==> config.mk <==
export PLATFORM = sky130hd
export DESIGN_NAME = ds3_frame_sync
export DESIGN_NICKNAME = d
export VERILOG_FILES = /design/src/rtl/fsync_pkg.sv /design/src/rtl/fsync_pos_cnt.sv /design/src/rtl/fsync_hunt.sv /design/src/rtl/fsync_fmon.sv /design/src/rtl/ds3_frame_sync.sv
export SDC_FILE = /design/constraint.sdc
export NUM_CORES = 1
export LEC_CHECK = 0
export BUFFER_PORTS_ARGS = -buffer_cell sky130_fd_sc_hd__buf_2
export CAP_MARGIN = 25
export CORE_UTILIZATION = 55
export DETAILED_ROUTE_END_ITERATION = 10
export PLACE_DENSITY_LB_ADDON = 0.25
export SYNTH_ARGS = -nofsm -noshare
export SYNTH_HDL_FRONTEND = slang
export SYNTH_SLANG_ARGS = --single-unit
==> constraint.sdc <==
create_clock -name clk -period 3.72 [get_ports clk]
set_input_delay 0.186 -clock clk [delete_from_list [all_inputs] [get_ports clk]]
set_output_delay 0.186 -clock clk [all_outputs]
set_load 0.02 [all_outputs]
==> src/rtl/fsync_pkg.sv <==
package fsync_pkg;
  // Fixed by the DS3 M-frame layout; behaviour decodes these positions.
  localparam int NUM_BLK = 8;
  localparam int NUM_SUB = 7;
  localparam logic [2:0] M_MARK = 3'b010;  // block-0 bits of subframes 4,5,6

  // Expected overhead value at an odd block index (blocks 1,3,5,7 -> 1,0,0,1)
  function automatic logic f_expect(input logic [2:0] blk);
    return (blk == 3'd1) || (blk == 3'd7);
  endfunction
endpackage

==> src/rtl/fsync_pos_cnt.sv <==
module fsync_pos_cnt #(
  parameter int BLK_BITS = 85,
  parameter int BLKS     = 8,
  parameter int SUBS     = 7,
  localparam int BW = $clog2(BLK_BITS),
  localparam int KW = $clog2(BLKS),
  localparam int SW = (SUBS > 1) ? $clog2(SUBS) : 1
) (
  input  logic          clk,
  input  logic          rst_n,
  input  logic          adv,
  input  logic          load,
  output logic [BW-1:0] bit_idx,
  output logic [KW-1:0] blk_idx,
  output logic [SW-1:0] sub_idx,
  output logic          sub_end,
  output logic          frm_end
);
  logic last_bit, last_blk, last_sub;

  assign last_bit = (bit_idx == BW'(BLK_BITS - 1));
  assign last_blk = (blk_idx == KW'(BLKS - 1));
  assign last_sub = (sub_idx == SW'(SUBS - 1));
  assign sub_end  = last_bit && last_blk;
  assign frm_end  = sub_end && last_sub;

  always_ff @(posedge clk) begin
    if (!rst_n || load) begin
      bit_idx <= '0;
      blk_idx <= '0;
      sub_idx <= '0;
    end else if (adv) begin
      if (!last_bit) begin
        bit_idx <= bit_idx + 1'b1;
      end else begin
        bit_idx <= '0;
        if (!last_blk) begin
          blk_idx <= blk_idx + 1'b1;
        end else begin
          blk_idx <= '0;
          sub_idx <= last_sub ? '0 : sub_idx + 1'b1;
        end
      end
    end
  end

  // a position only moves on an accepted bit
  a_r9_hold_on_idle: assert property (@(posedge clk) disable iff (!rst_n)
    (!adv && !load) |=> $stable({bit_idx, blk_idx, sub_idx}))
    else $error("position moved without a beat");
endmodule

==> src/rtl/fsync_hunt.sv <==
module fsync_hunt import fsync_pkg::*; #(
  parameter int BLK_BITS = 85,
  parameter int CONFIRM  = 4,
  localparam int CW = $clog2(CONFIRM + 1)
) (
  input  logic clk,
  input  logic rst_n,
  input  logic en,
  input  logic adv,
  input  logic bit_in,
  output logic lock
);
  localparam int BW = $clog2(BLK_BITS);

  logic [BW-1:0] h_bit;
  logic [2:0]    h_blk;
  logic [0:0]    h_sub;
  logic          h_sub_end, h_frm_end;
  logic          at_oh, f_pos, m_pos, slip;
  logic [CW-1:0] good_cnt;
  logic          sub_bad;
  logic [2:0]    m_hist;
  logic          hunt_unused;

  // Candidate position within one subframe; holding it for a beat slips by one bit
  fsync_pos_cnt #(.BLK_BITS(BLK_BITS), .BLKS(NUM_BLK), .SUBS(1)) u_cand (
    .clk(clk), .rst_n(rst_n), .adv(adv && en && !slip), .load(!en),
    .bit_idx(h_bit), .blk_idx(h_blk), .sub_idx(h_sub),
    .sub_end(h_sub_end), .frm_end(h_frm_end));

  assign hunt_unused = ^{h_sub, h_frm_end};
  assign at_oh = (h_bit == '0);
  assign f_pos = at_oh && h_blk[0];
  assign m_pos = at_oh && (h_blk == 3'd0);
  assign slip  = en && adv && f_pos && (bit_in != f_expect(h_blk));

  always_ff @(posedge clk) begin
    if (!rst_n || !en) begin
      good_cnt <= '0;
      sub_bad  <= 1'b0;
      m_hist   <= 3'b111;
    end else if (adv) begin
      if (slip) begin
        sub_bad  <= 1'b1;
        good_cnt <= '0;
        m_hist   <= 3'b111;
      end else begin
        if (m_pos) m_hist <= {m_hist[1:0], bit_in};
        if (h_sub_end) begin
          sub_bad <= 1'b0;
          if (sub_bad)                      good_cnt <= '0;
          else if (good_cnt != CW'(CONFIRM)) good_cnt <= good_cnt + 1'b1;
        end
      end
    end
  end

  assign lock = en && adv && h_sub_end && !sub_bad &&
                (int'(good_cnt) >= CONFIRM - 1) && (m_hist == M_MARK);

  // a slipped subframe can never be the one that declares lock
  a_r4_no_lock_after_slip: assert property (@(posedge clk) disable iff (!rst_n)
    slip |=> !lock)
    else $error("lock right after a slip");
endmodule

==> src/rtl/fsync_fmon.sv <==
module fsync_fmon #(
  parameter int WIN = 8,
  parameter int LIM = 3
) (
  input  logic clk,
  input  logic rst_n,
  input  logic chk,
  input  logic err,
  input  logic lock,
  output logic oof
);
  localparam int NW = $clog2(WIN + 1);

  logic [WIN-1:0] win, win_nxt;
  logic [NW-1:0]  ones;

  always_comb begin
    win_nxt = {win[WIN-2:0], err};
    ones    = '0;
    for (int i = 0; i < WIN; i++) ones = ones + NW'(win_nxt[i]);
  end

  always_ff @(posedge clk) begin
    if (!rst_n) begin
      oof <= 1'b1;
      win <= '0;
    end else if (oof) begin
      win <= '0;
      if (lock) oof <= 1'b0;
    end else if (chk) begin
      if (int'(ones) >= LIM) begin
        oof <= 1'b1;
        win <= '0;
      end else begin
        win <= win_nxt;
      end
    end
  end

  // a beat without a wrong framing bit never drops lock
  a_r5_clean_keeps_lock: assert property (@(posedge clk) disable iff (!rst_n)
    (!oof && !(chk && err)) |=> !oof)
    else $error("lock lost without a framing error");
endmodule

==> src/rtl/ds3_frame_sync.sv <==
module ds3_frame_sync import fsync_pkg::*; #(
  parameter int PAY_BITS = 84,
  parameter int CONFIRM  = 4,
  parameter int ERR_WIN  = 8,
  parameter int ERR_LIM  = 3
) (
  input  logic clk,
  input  logic rst_n,
  input  logic in_valid,
  input  logic in_data,
  input  logic cofa_clr,
  output logic in_ready,
  output logic out_valid,
  output logic out_data,
  output logic out_sof,
  output logic out_den,
  output logic oof,
  output logic cofa
);
  localparam int BLK_BITS = PAY_BITS + 1;
  localparam int BW = $clog2(BLK_BITS);
  localparam int SW = $clog2(NUM_SUB);

  logic [BW-1:0] m_bit;
  logic [2:0]    m_blk;
  logic [SW-1:0] m_sub;
  logic          m_sub_end, m_frm_end;
  logic          m_oh, m_zero, m_fpos, m_err;
  logic          hunt_lock, had_lock;
  logic          top_unused;

  assign in_ready   = 1'b1;
  assign top_unused = m_sub_end;

  // Frame position that drives the strobes; reloaded only by a lock
  fsync_pos_cnt #(.BLK_BITS(BLK_BITS), .BLKS(NUM_BLK), .SUBS(NUM_SUB)) u_main (
    .clk(clk), .rst_n(rst_n), .adv(in_valid), .load(hunt_lock),
    .bit_idx(m_bit), .blk_idx(m_blk), .sub_idx(m_sub),
    .sub_end(m_sub_end), .frm_end(m_frm_end));

  assign m_oh   = (m_bit == '0);
  assign m_zero = m_oh && (m_blk == '0) && (m_sub == '0);
  assign m_fpos = m_oh && m_blk[0];
  assign m_err  = (in_data != f_expect(m_blk));

  fsync_hunt #(.BLK_BITS(BLK_BITS), .CONFIRM(CONFIRM)) u_hunt (
    .clk(clk), .rst_n(rst_n), .en(oof), .adv(in_valid),
    .bit_in(in_data), .lock(hunt_lock));

  fsync_fmon #(.WIN(ERR_WIN), .LIM(ERR_LIM)) u_fmon (
    .clk(clk), .rst_n(rst_n), .chk(in_valid && m_fpos), .err(m_err),
    .lock(hunt_lock), .oof(oof));

  always_ff @(posedge clk) begin
    if (!rst_n) begin
      out_valid <= 1'b0;
      out_data  <= 1'b0;
      out_sof   <= 1'b0;
      out_den   <= 1'b0;
      had_lock  <= 1'b0;
      cofa      <= 1'b0;
    end else begin
      out_valid <= in_valid;
      if (in_valid) out_data <= in_data;
      // the lock beat is the last payload bit of the newly found frame
      out_sof <= in_valid && !hunt_lock && m_zero;
      out_den <= in_valid && (hunt_lock || !m_oh);
      if (hunt_lock) had_lock <= 1'b1;
      if (hunt_lock && had_lock && !m_frm_end) cofa <= 1'b1;
      else if (cofa_clr)                       cofa <= 1'b0;
    end
  end

  a_r1_valid_follows: assert property (@(posedge clk) disable iff (!rst_n)
    in_valid |=> out_valid)
    else $error("accepted bit not forwarded");

  a_r1_idle_follows: assert property (@(posedge clk) disable iff (!rst_n)
    !in_valid |=> !out_valid)
    else $error("output valid without input");

  a_r2_sof_on_overhead: assert property (@(posedge clk) disable iff (!rst_n)
    (out_valid && out_sof) |-> !out_den)
    else $error("frame start marked as payload");

  a_r4_lock_sets_origin: assert property (@(posedge clk) disable iff (!rst_n)
    $fell(oof) |-> m_zero)
    else $error("lock did not restart the frame position");

  a_r7_cofa_needs_lock: assert property (@(posedge clk) disable iff (!rst_n)
    $rose(cofa) |-> $past(hunt_lock))
    else $error("alignment flag set without a lock");

  a_r8_clear_works: assert property (@(posedge clk) disable iff (!rst_n)
    (cofa_clr && !hunt_lock) |=> !cofa)
    else $error("alignment flag not cleared");
endmodule

After elaboration in Yosys (flattened, before gate mapping)
Index checks and enable logic that the tools add are counted.
Word-level totals
  bits in registers: 44
  input port bits: 5
  output and inout bits: 7
  logic and storage cells: 113
Cells by class
  add/subtract/negate cells: 13
  $lt $le $gt $ge: 2
  equal/unequal tests: 11
  muxes and demuxes: 20
  bitwise gates (word level): 1
  reductions and logical operators: 50
Operator list (count)
  $mux 3: 9
  $logic_and 1x1->1: 22
  $mux 7: 3
  $add 4x1->4: 5
  $add 7x1->7 const B: 2
  $eq 7x7->1 const B: 2
  $logic_not 7->1: 2
  $add 3x1->3 const B: 4
  $eq 3x3->1 const B: 3
  $logic_not 3->1: 3
  $mux 1: 8
  $reduce_and 2->1: 4
  $logic_not 1->1: 7
  $eq 3x1->1 const B: 2
  $reduce_and 3->1: 2
  $reduce_bool 2->1: 3
  $logic_or 1x1->1: 5
  $ge 4x2->1 const B: 1
  $add 2x1->3: 1
  $eq 3x2->1 const B: 1
  $ge 3x2->1 const B: 1
  $ne 3x3->1 const B: 1
  $reduce_bool 3->1: 1
  $add 1x1->2: 1
  3 further kinds: 4

Longest topological paths before layout
Gate-level depths: netlist of the first run.
  word-level depth: 14
  mapped depth: 15
  depth with buffers taken out: 15

Cells and area by module
From an unflattened synthesis of the first run, not the netlist that was laid out.
Second synthesis, totals
  cell total of the unflattened synthesis: 300
  area, all modules: 2580.0 µm²
Modules (own cells, without submodules)
  fsync_pos_cnt (u_main): instances 1, cells an instance 84, area each 725.7 µm², sequential area each 260.2 µm²
  fsync_pos_cnt (u_hunt.u_cand): instances 1, cells an instance 70, area each 600.6 µm², sequential area each 200.2 µm²
  fsync_fmon: instances 1, cells an instance 65, area each 541.8 µm², sequential area each 160.2 µm²
  fsync_hunt: instances 1, cells an instance 52, area each 445.4 µm², sequential area each 140.1 µm²
  ds3_frame_sync: instances 1, cells an instance 29, area each 266.5 µm², sequential area each 120.1 µm²

Least setup slack after synthesis of the first run
No wires, ideal clock.
  kind: register -> register
  start point: register u_main.blk_idx[0]
  end point: register u_fmon.oof
  library setup time: 0.106 ns
  arrival: 3.883 ns
  required time: 3.614 ns
  setup slack: -0.269 ns
  stages on the path, launching flop included: 15
  path buffers: 0
  clock period less this slack: 3.989 ns
  cells stage by stage: dfxtp_1 ha_1 mux2i_1 xnor2_1 inv_1 fa_1 fa_1 fa_1 inv_1 ha_1 fa_1 and2_1 a21oi_1 a21oi_1 o311ai_0
On the way
  word-level cells in the longest chain between the ends: 14
  elaborated cells on any way between the ends: 17
  classes of those cells: add/sub: 7; order compare: 1; eq/ne: 3; mux: 3; reduce/logical: 3
Ends and longest elaborated chain
  start, declared: line fsync_pos_cnt.sv:14  | output logic [KW-1:0] blk_idx,
  start signal, assigned: line fsync_pos_cnt.sv:38  | blk_idx <= blk_idx + 1'b1;
  $eq 3x1->1 or $eq 3x3->1 (tied branches): line fsync_pkg.sv:9  | return (blk == 3'd1) || (blk == 3'd7);
  $logic_or 1x1->1: line fsync_pkg.sv:9
  $ne 1x1->1: line ds3_frame_sync.sv:44  | assign m_err = (in_data != f_expect(m_blk));
  $add 1x1->2: line fsync_fmon.sv:20  | for (int i = 0; i < WIN; i++) ones = ones + NW'(win_nxt[i]);
  $add 2x1->3: line fsync_fmon.sv:20
  $add 4x1->4 (5 in series): line fsync_fmon.sv:20
  $ge 4x2->1: line fsync_fmon.sv:31  | if (int'(ones) >= LIM) begin
  $mux 1: line fsync_fmon.sv:31
  $mux 1 (*): line fsync_fmon.sv:30  | end else if (chk) begin
  $mux 1 (*): line fsync_fmon.sv:27  | end else if (oof) begin
  end signal, assigned: line fsync_fmon.sv:25  | oof <= 1'b1;
  end signal, assigned: line fsync_fmon.sv:29  | if (lock) oof <= 1'b0;
  end signal, assigned: line fsync_fmon.sv:32  | oof <= 1'b1;
  end, declared: line fsync_fmon.sv:10  | output logic oof
Every way passes the cells marked *; elsewhere a longest branch is shown, timed or not.
A chain may end at the register's enable or synchronous reset.

Worst setup path after layout of the first run
  start point: register u_main.blk_idx[1]
  end point: register u_fmon.win[0]
On the way
  word-level cells in the longest chain between the ends: 12
  elaborated cells on any way between the ends: 13
  classes of those cells: add/sub: 7; order compare: 1; eq/ne: 3; mux: 1; reduce/logical: 1
Ends and longest elaborated chain
  $eq 3x1->1 or $eq 3x3->1 (tied branches): line fsync_pkg.sv:9
  $logic_or 1x1->1 (*): line fsync_pkg.sv:9
  $ne 1x1->1 (*): line ds3_frame_sync.sv:44
  $add 1x1->2: line fsync_fmon.sv:20
  $add 2x1->3: line fsync_fmon.sv:20
  $add 4x1->4 (5 in series): line fsync_fmon.sv:20
  $ge 4x2->1: line fsync_fmon.sv:31
  $mux 7 (*): line fsync_fmon.sv:31
  end signal, assigned: line fsync_fmon.sv:35  | win <= win_nxt;
  end, declared: line fsync_fmon.sv:14  | logic [WIN-1:0] win, win_nxt;
Marks and branches as above.

==> impl_results.md, run 1 <==
* Dpl hpwl at around 3200 µm
* Via count at approximately 2000
* Core area at about 4100 µm²
* Simple-Gate Fraction of Synth Area at about a quarter
* Hold EP: u_fmon.oof
* Clock Tree Buf Depth at 2
* Synth warn at 0
* Worst R2R Setup Slack at -0.27 ns
* Horiz. Die Dim at 68.1 µm
* Final Hold Vio Count at 0
* Reg2reg end: u_fmon.win[0]
* P&R area growth vs syn at 20.2%
* Worst Hold Class: primary input to flop
* H-tree depth at 2
* Drt first pass iters at 4
* HP Start: rst_n
* Leakage at 1.17 nW
* Vias in the first global route at about 1800
* Avg WL per Cell at between 15 and 20 µm
* Largest net degree at the start of global routing at 15
* Root Buffer: clkbuf_8
* Multiplexer share of the synthesized area at under 10%
* DIE AREA at between 4000 and 5000 µm²
* I/O Buffers at 10
* Antenna violations before repair at 0
* Antenna Nets Post-Route at 0
* WS Path Type: flop to flop
* Netlist cell types at between 50 and 60
* Starting density of the core at a little under 60%
* Reg clk slew, reported paths at roughly 0.09 ns
* Clk Latency, worst-skew pair at 0.30 ns
* Crit path time final at ~4.0 ns
* Reg-to-reg startpoint: u_main.blk_idx[1]
* Worst-path cell with the longest stage delay: dfxtp_2
* Largest family of logic cells by synthesized area: simple AND/OR/NAND/NOR gates
* PwrDens at 347 nW/µm²
* I/O pin cnt at 12
* Status: complete, but fails checks
* Top_reg_cell synth: dfxtp_1
* Worst slew margin at a little over a third
* Num Clock Sinks at between 40 and 50
* Compound-cell area share of the yosys netlist at approximately 14%
* Critical Path RT at roughly 4 ns
* Die height at roughly 70 µm
* Worst Tran Pin Value at between 0.9 and 1 ns
* All-Layer GR Usage at about a quarter
* Asr flop ratio synth at 0%
* Drt drc at 0
* CP max FO at 3
* Worst path most repeated cell: buf_4
* Final worst slack at -0.272 ns
* Crit. End Element: flop
* Clock buffer count from CTS at 5
* Worst hold path depth at 2
* Critical Path AT at approximately 4.2 ns
* Row count at 23
* First-pass GRT wire length at between 8000 and 9000 µm
* Final wirelength at around 5400 µm
* Post-Synth XOR/XNOR Area at under 10%
* Gr ovfl total at 0
* Share of cells above drive strength 1 at a little over a fifth
* Slew Limit Fails at 0
* Peak Freq at roughly 250 MHz
* Failing checks: negative setup slack
* RSZ-0062 raised after global routing: yes
* Max-Cap Viols at 0
* Post-Syn Instances at around 260
* Synthesized flop and latch total at 44
* Routability cong. at 0.753
* Mean Syn Cell Area at 9.17 µm²
* Total power at 1.00 mW
* Post-synth EDFFs at 0
* Seq/Total Area, Yosys at around 37%
* Mapped Nets at 289
* Setup-failing EPs final at 8
* CTS tree: done
* Number of DRC markers in iteration 0 at 103
* Maximum vdd drop at roughly 0.22 mV
* Startpoint types: flop
* Antenna cells at 0
* Setup TNS at -1.63 ns
* Clk_skew at about 0.0084 ns
* Worst path max stage delay at between 0.3 and 0.4 ns
* Final period util at 107%
* Via/cell ratio at between 5 and 6
* R2R cell count at 28
* Adder-Cell Fraction of Synth Area at 12.7%
* Final nets at 330
* Post-Syn Area at about 2400 µm²
* Worst hold slack at around 0.18 ns
## flip-flops by register name, summed over array words and instances (netlist names)
name	cells
cofa	1
had_lock	1
u_hunt.m_hist	3
out_data	1
out_sof	1
u_hunt.sub_bad	1
u_fmon.oof	1
u_hunt.good_cnt	3
u_main.blk_idx	3
out_valid	1
u_hunt.u_cand.bit_idx	7
u_fmon.win	7
u_hunt.u_cand.blk_idx	3
u_main.bit_idx	7
out_den	1
u_main.sub_idx	3
## area by class of cell
type	count	area, µm²
sequential	44	883
multi-input combinational	188	1450
inverter	25	93.8
clock inverter	2	60.1
fill	313	1200
clock buffer	5	68.8
tap	50	62.6
timing repair buffer	39	272
## how the worst max path moves through the flow
stage                            from             to  slack (ns)  cells after the start
floorplan           u_main.blk_idx[1]  u_fmon.win[3]        0.02                     15
global placement    u_main.blk_idx[1]  u_fmon.win[3]       -0.03                     15
detailed placement  u_main.blk_idx[1]  u_fmon.win[3]       -0.16                     15
CTS                 u_main.blk_idx[1]     u_fmon.oof       -0.15                     15
global route        u_main.blk_idx[1]     u_fmon.oof       -0.41                     15
finish              u_main.blk_idx[1]  u_fmon.win[0]       -0.27                     28
## per-stage QoR
stage,utilization [%],instance area (µm²),instances,worst slack (ns)
floorplan,-,2420,262,0.0183
global placement,62.1,2540,321,-0.0318
detailed placement,62.1,2540,321,-0.158
CTS,69.9,2860,353,-0.154
global route,70.7,2890,353,-0.407
finish,70.7,2890,353,-0.272
## metal layers
metal	up-vias	track usage [%]	routed length [µm]	part of all wire, %
met4	0	10.7	92	1.7
met2	54	39.5	2570	48
met3	9	5.33	230	4.3
met1	965	31.5	2460	46
met5	-	0	0	0
li1	1007	-	-	-
## critical path, delay by kind of cell (launching register included)
family | cells | cell delay (ns)
XOR/XNOR | 1 | 0.13
adder cells (fa/ha/maj) | 1 | 0.15
multiplexers | 1 | 0.16
buffers and inverters | 24 | 2.89
AO/OA/AOI/OAI | 1 | 0.20
flip-flops | 1 | 0.36
## synthesized netlist by cell type (2+ instances only)
master,instances,area [µm²]
a31oi_1,3,18.8
or3_1,2,12.5
mux2i_1,10,100
a22o_1,5,43.8
nand3_1,7,35.0
nand4_1,8,50.1
and2_1,6,37.5
nor3_1,9,45.0
a21boi_0,2,15.0
a311oi_1,4,35.0
ha_1,18,225
dfxtp_1,44,881
o31ai_1,2,15.0
nor3b_2,2,25.0
xor2_1,6,52.6
a2111o_1,2,22.5
o21ai_0,5,25.0
nand2_1,27,101
a21oi_1,18,90.1
nor2b_1,4,25.0
buf_2,3,15.0
o21a_1,3,22.5
nor2_1,12,45.0
inv_1,25,93.8
fa_1,4,80.1
and3_1,2,12.5
xnor2_1,4,35.0
## report_power, final
| group | leakage [nW] | switching [mW] | internal (mW) |
|---|---|---|---|
| logic | 0.748 | 0.0499 | 0.0396 |
| clock network | 0.0642 | 0.163 | 0.264 |
| registers | 0.357 | 0.00668 | 0.478 |
## logic make-up after synthesis
group / Yosys count
AOI/OAI and AO/OA: 51
xor gates and xnor gates: 10
adders and majority gates: 22
buffers and inverters: 30
DFF: 44
muxes: 10
other: 1
and+or+nand+nor: 94
## what timing repair did
item	in CTS	in global routing
resized for setup	2	6
pin swaps	5	4
endpoints found under the hold margin	0	0
buffers inserted	25	1
hold buffers	0	0
setup endpoints to repair	8	8
## placed cells by master, fill, tap and decap left out, types with 3 or more instances in the layout
cell	n
a22o_1	5
nor2_1	11
mux2i_1	10
nand4_1	8
ha_1	15
buf_2	10
buf_4	28
xor2_1	6
nor2b_1	4
nand3_1	7
a311oi_1	4
inv_1	24
dfxtp_1	42
nor3_1	9
nand2_1	27
o21ai_0	5
xnor2_1	4
o21a_1	3
a21oi_1	16
and2_1	6
a31oi_1	3
fa_1	3
clkbuf_8	5
Power figures use the tool's default switching activity.
==> run 2, diff against run 1 <==
--- a/config.mk
+++ b/config.mk
@@ -7,9 +7,11 @@
 export LEC_CHECK = 0
 export BUFFER_PORTS_ARGS = -buffer_cell sky130_fd_sc_hd__buf_2
 export CAP_MARGIN = 25
+export CORE_MARGIN = 1.5
 export CORE_UTILIZATION = 55
 export DETAILED_ROUTE_END_ITERATION = 10
-export PLACE_DENSITY_LB_ADDON = 0.25
+export PLACE_DENSITY = 0.84
+export SETUP_SLACK_MARGIN = 0.05
 export SYNTH_ARGS = -nofsm -noshare
 export SYNTH_HDL_FRONTEND = slang
 export SYNTH_SLANG_ARGS = --single-unit
==> run 2 against run 1 <==
  * The run still ends with negative setup slack left
  * Total power shrank 15%
  * Largest power group unchanged
  * Fmax grew 3.6%
  * Sequential power is essentially flat
  * Design area shrank 8.0%
  * Flip-flop and latch count is the same
  * Hold slack gained 0.019 ns
  * Global-route usage shrank 3.7 points
  * Via count shrank 5.2%
  * Largest cell class unchanged
  * Critical path depth shrank 13
  * Clock-buffer cell count grew 3
==> impl_results.md, run 2 (synthesis results as in run 1) <==
* Status: complete, but fails checks
* Failing checks: negative setup slack
* Clock Tree Buf Depth at 2
* Crit path time final at just under 4 ns
* CTS tree: done
* Number of DRC markers in iteration 0 at 70
* GRT busiest layer: met2
* Final nets at 306
* RSZ-0062 raised after global routing: yes
* Gr ovfl total at 0
* Drt drc at 0
* Maximum vdd drop at around 0.24 mV
* Final period util at 104%
* Avg WL per Cell at about 14 µm
* Dpl hpwl at about 3500 µm
* Horiz. Die Dim at around 69 µm
* Startpoint types: flop
* Critical Path RT at between 3 and 4 ns
* Crit. End Element: flop
* Antenna cells at 0
* Root Buffer: clkbuf_8
* Clk Latency, worst-skew pair at about 0.30 ns
* Slew Limit Fails at 0
* Drt first pass iters at 4
* Antenna violations before repair at 0
* Routability cong. at approximately 0.84
* Antenna Nets Post-Route at 0
* Final Hold Vio Count at 0
* Critical Path AT at slightly above 4 ns
* Share of cells above drive strength 1 at 13.6%
* Starting density of the core at around 59%
* Area of the multi-input gates at between 1000 and 1500 µm²
* I/O Buffers at 10
* Biggest regs: u_fmon.win (7), u_hunt.u_cand.bit_idx (7), u_main.bit_idx (7)
* Clk_skew at ~0.0024 ns
* Via count at approximately 1900
* H-tree depth at 2
* PwrDens at 322 nW/µm²
* Clock buffer count from CTS at 5
* CP max FO at 4
* DIE AREA at around 4800 µm²
* Num Clock Sinks at 44
* I/O pin cnt at 12
* # fillers at between 300 and 400
* Met3 Use GR at under 10%
* Leakage at ~1.0 nW
* Reg clk slew, reported paths at around 0.07 ns
* WS Path Type: flop to flop
* Row count at 23
* Final wirelength at 4760 µm
* Worst Hold Class: primary input to flop
* Max-Cap Viols at 0
* Met1 usage at about a quarter
* Largest net degree at the start of global routing at 15
* Setup-failing EPs final at 7
* Most common cell after layout, fill and taps aside: dfxtp_1
* All-Layer GR Usage at roughly a fifth
* First-pass GRT wire length at approximately 8300 µm
* Worst slew margin at between 30% and 40%
* Most frequent cells in the layout: dfxtp_1 (42), nand2_1 (27), inv_1 (24)
* Final worst slack at -0.133 ns
* Worst Tran Pin Value at a little under 1 ns
* Peak Freq at 260 MHz
* Total power at between 800 and 900 µW
* Core area at about 4000 µm²
* P&R area growth vs syn at 10.6%
* Die height at slightly below 70 µm
* Global-route track usage on met2 at between 30% and 40%
* Vias in the first global route at around 1800
* Register Area at just under 900 µm²
* Fin util at between 60% and 70%
* Via/cell ratio at approximately 5.8
[run 2: per-layer routing]
metal	wire length (µm)	vias up	part of all wire (%)
met5	0	-	0
met4	72	0	1.5
met3	157	7	3.3
met2	2450	30	51
met1	2090	935	44
li1	-	958	-
[run 2: stage by stage]
| stage | area, µm² | setup WS [ns] | hold WS, ns | setup TNS, ns | instances |
|---|---|---|---|---|---|
| floorplan | 2420 | 0.0199 | 0.288 | 0 | 262 |
| global placement | 2540 | -0.0192 | 0.456 | -0.0192 | 321 |
| detailed placement | 2540 | -0.156 | 0.468 | -0.574 | 321 |
| CTS | 2640 | -0.100 | 0.194 | -0.157 | 329 |
| global route | 2660 | -0.303 | 0.203 | -2.11 | 330 |
| finish | 2660 | -0.133 | 0.198 | -0.491 | 330 |
[run 2: worst paths after layout]
check | from | to | slack [ns] | cells after the start
min | rst_n | u_fmon.oof | 0.20 | 2
max reg2reg | u_main.blk_idx[1] | u_fmon.win[3] | -0.13 | 15
min reg2reg | u_fmon.win[6] | u_fmon.win[6] | 0.48 | 1
max | u_main.blk_idx[1] | u_fmon.win[3] | -0.13 | 15
[run 2: repair_timing]
action	4_1_cts	5_1_grt
resized for setup	4	1
endpoints found under the setup margin	8	8
hold buffers	0	0
pin swaps	7	5
hold endpoints to repair	0	0
setup buffers	0	1
[run 2: final cells by class]
cell class	count	share of cell area (%)
Multi-Input combinational cell	188	54.2
Sequential cell	44	33.2
Inverter	25	3.53
Clock buffer	8	3.39
Timing Repair Buffer	15	3.29
Tap cell	50	2.35
[run 2: report_power, final]
group          internal, mW  switching, mW
Clock                 0.151          0.152
Sequential            0.479        0.00622
Combinational        0.0244         0.0438
[run 2: critical path, cell delays in order (launching register included)]
cell and delay, ns:
dfxtp_2 0.36, inv_2 0.06, ha_4 0.14, mux2i_1 0.17, xnor2_1 0.16, inv_1 0.08
fa_1 0.50, fa_1 0.43, fa_1 0.48, inv_1 0.04, ha_2 0.18, fa_2 0.36
nor2_4 0.11, a21oi_4 0.05, or4b_1 0.51, a21oi_1 0.13
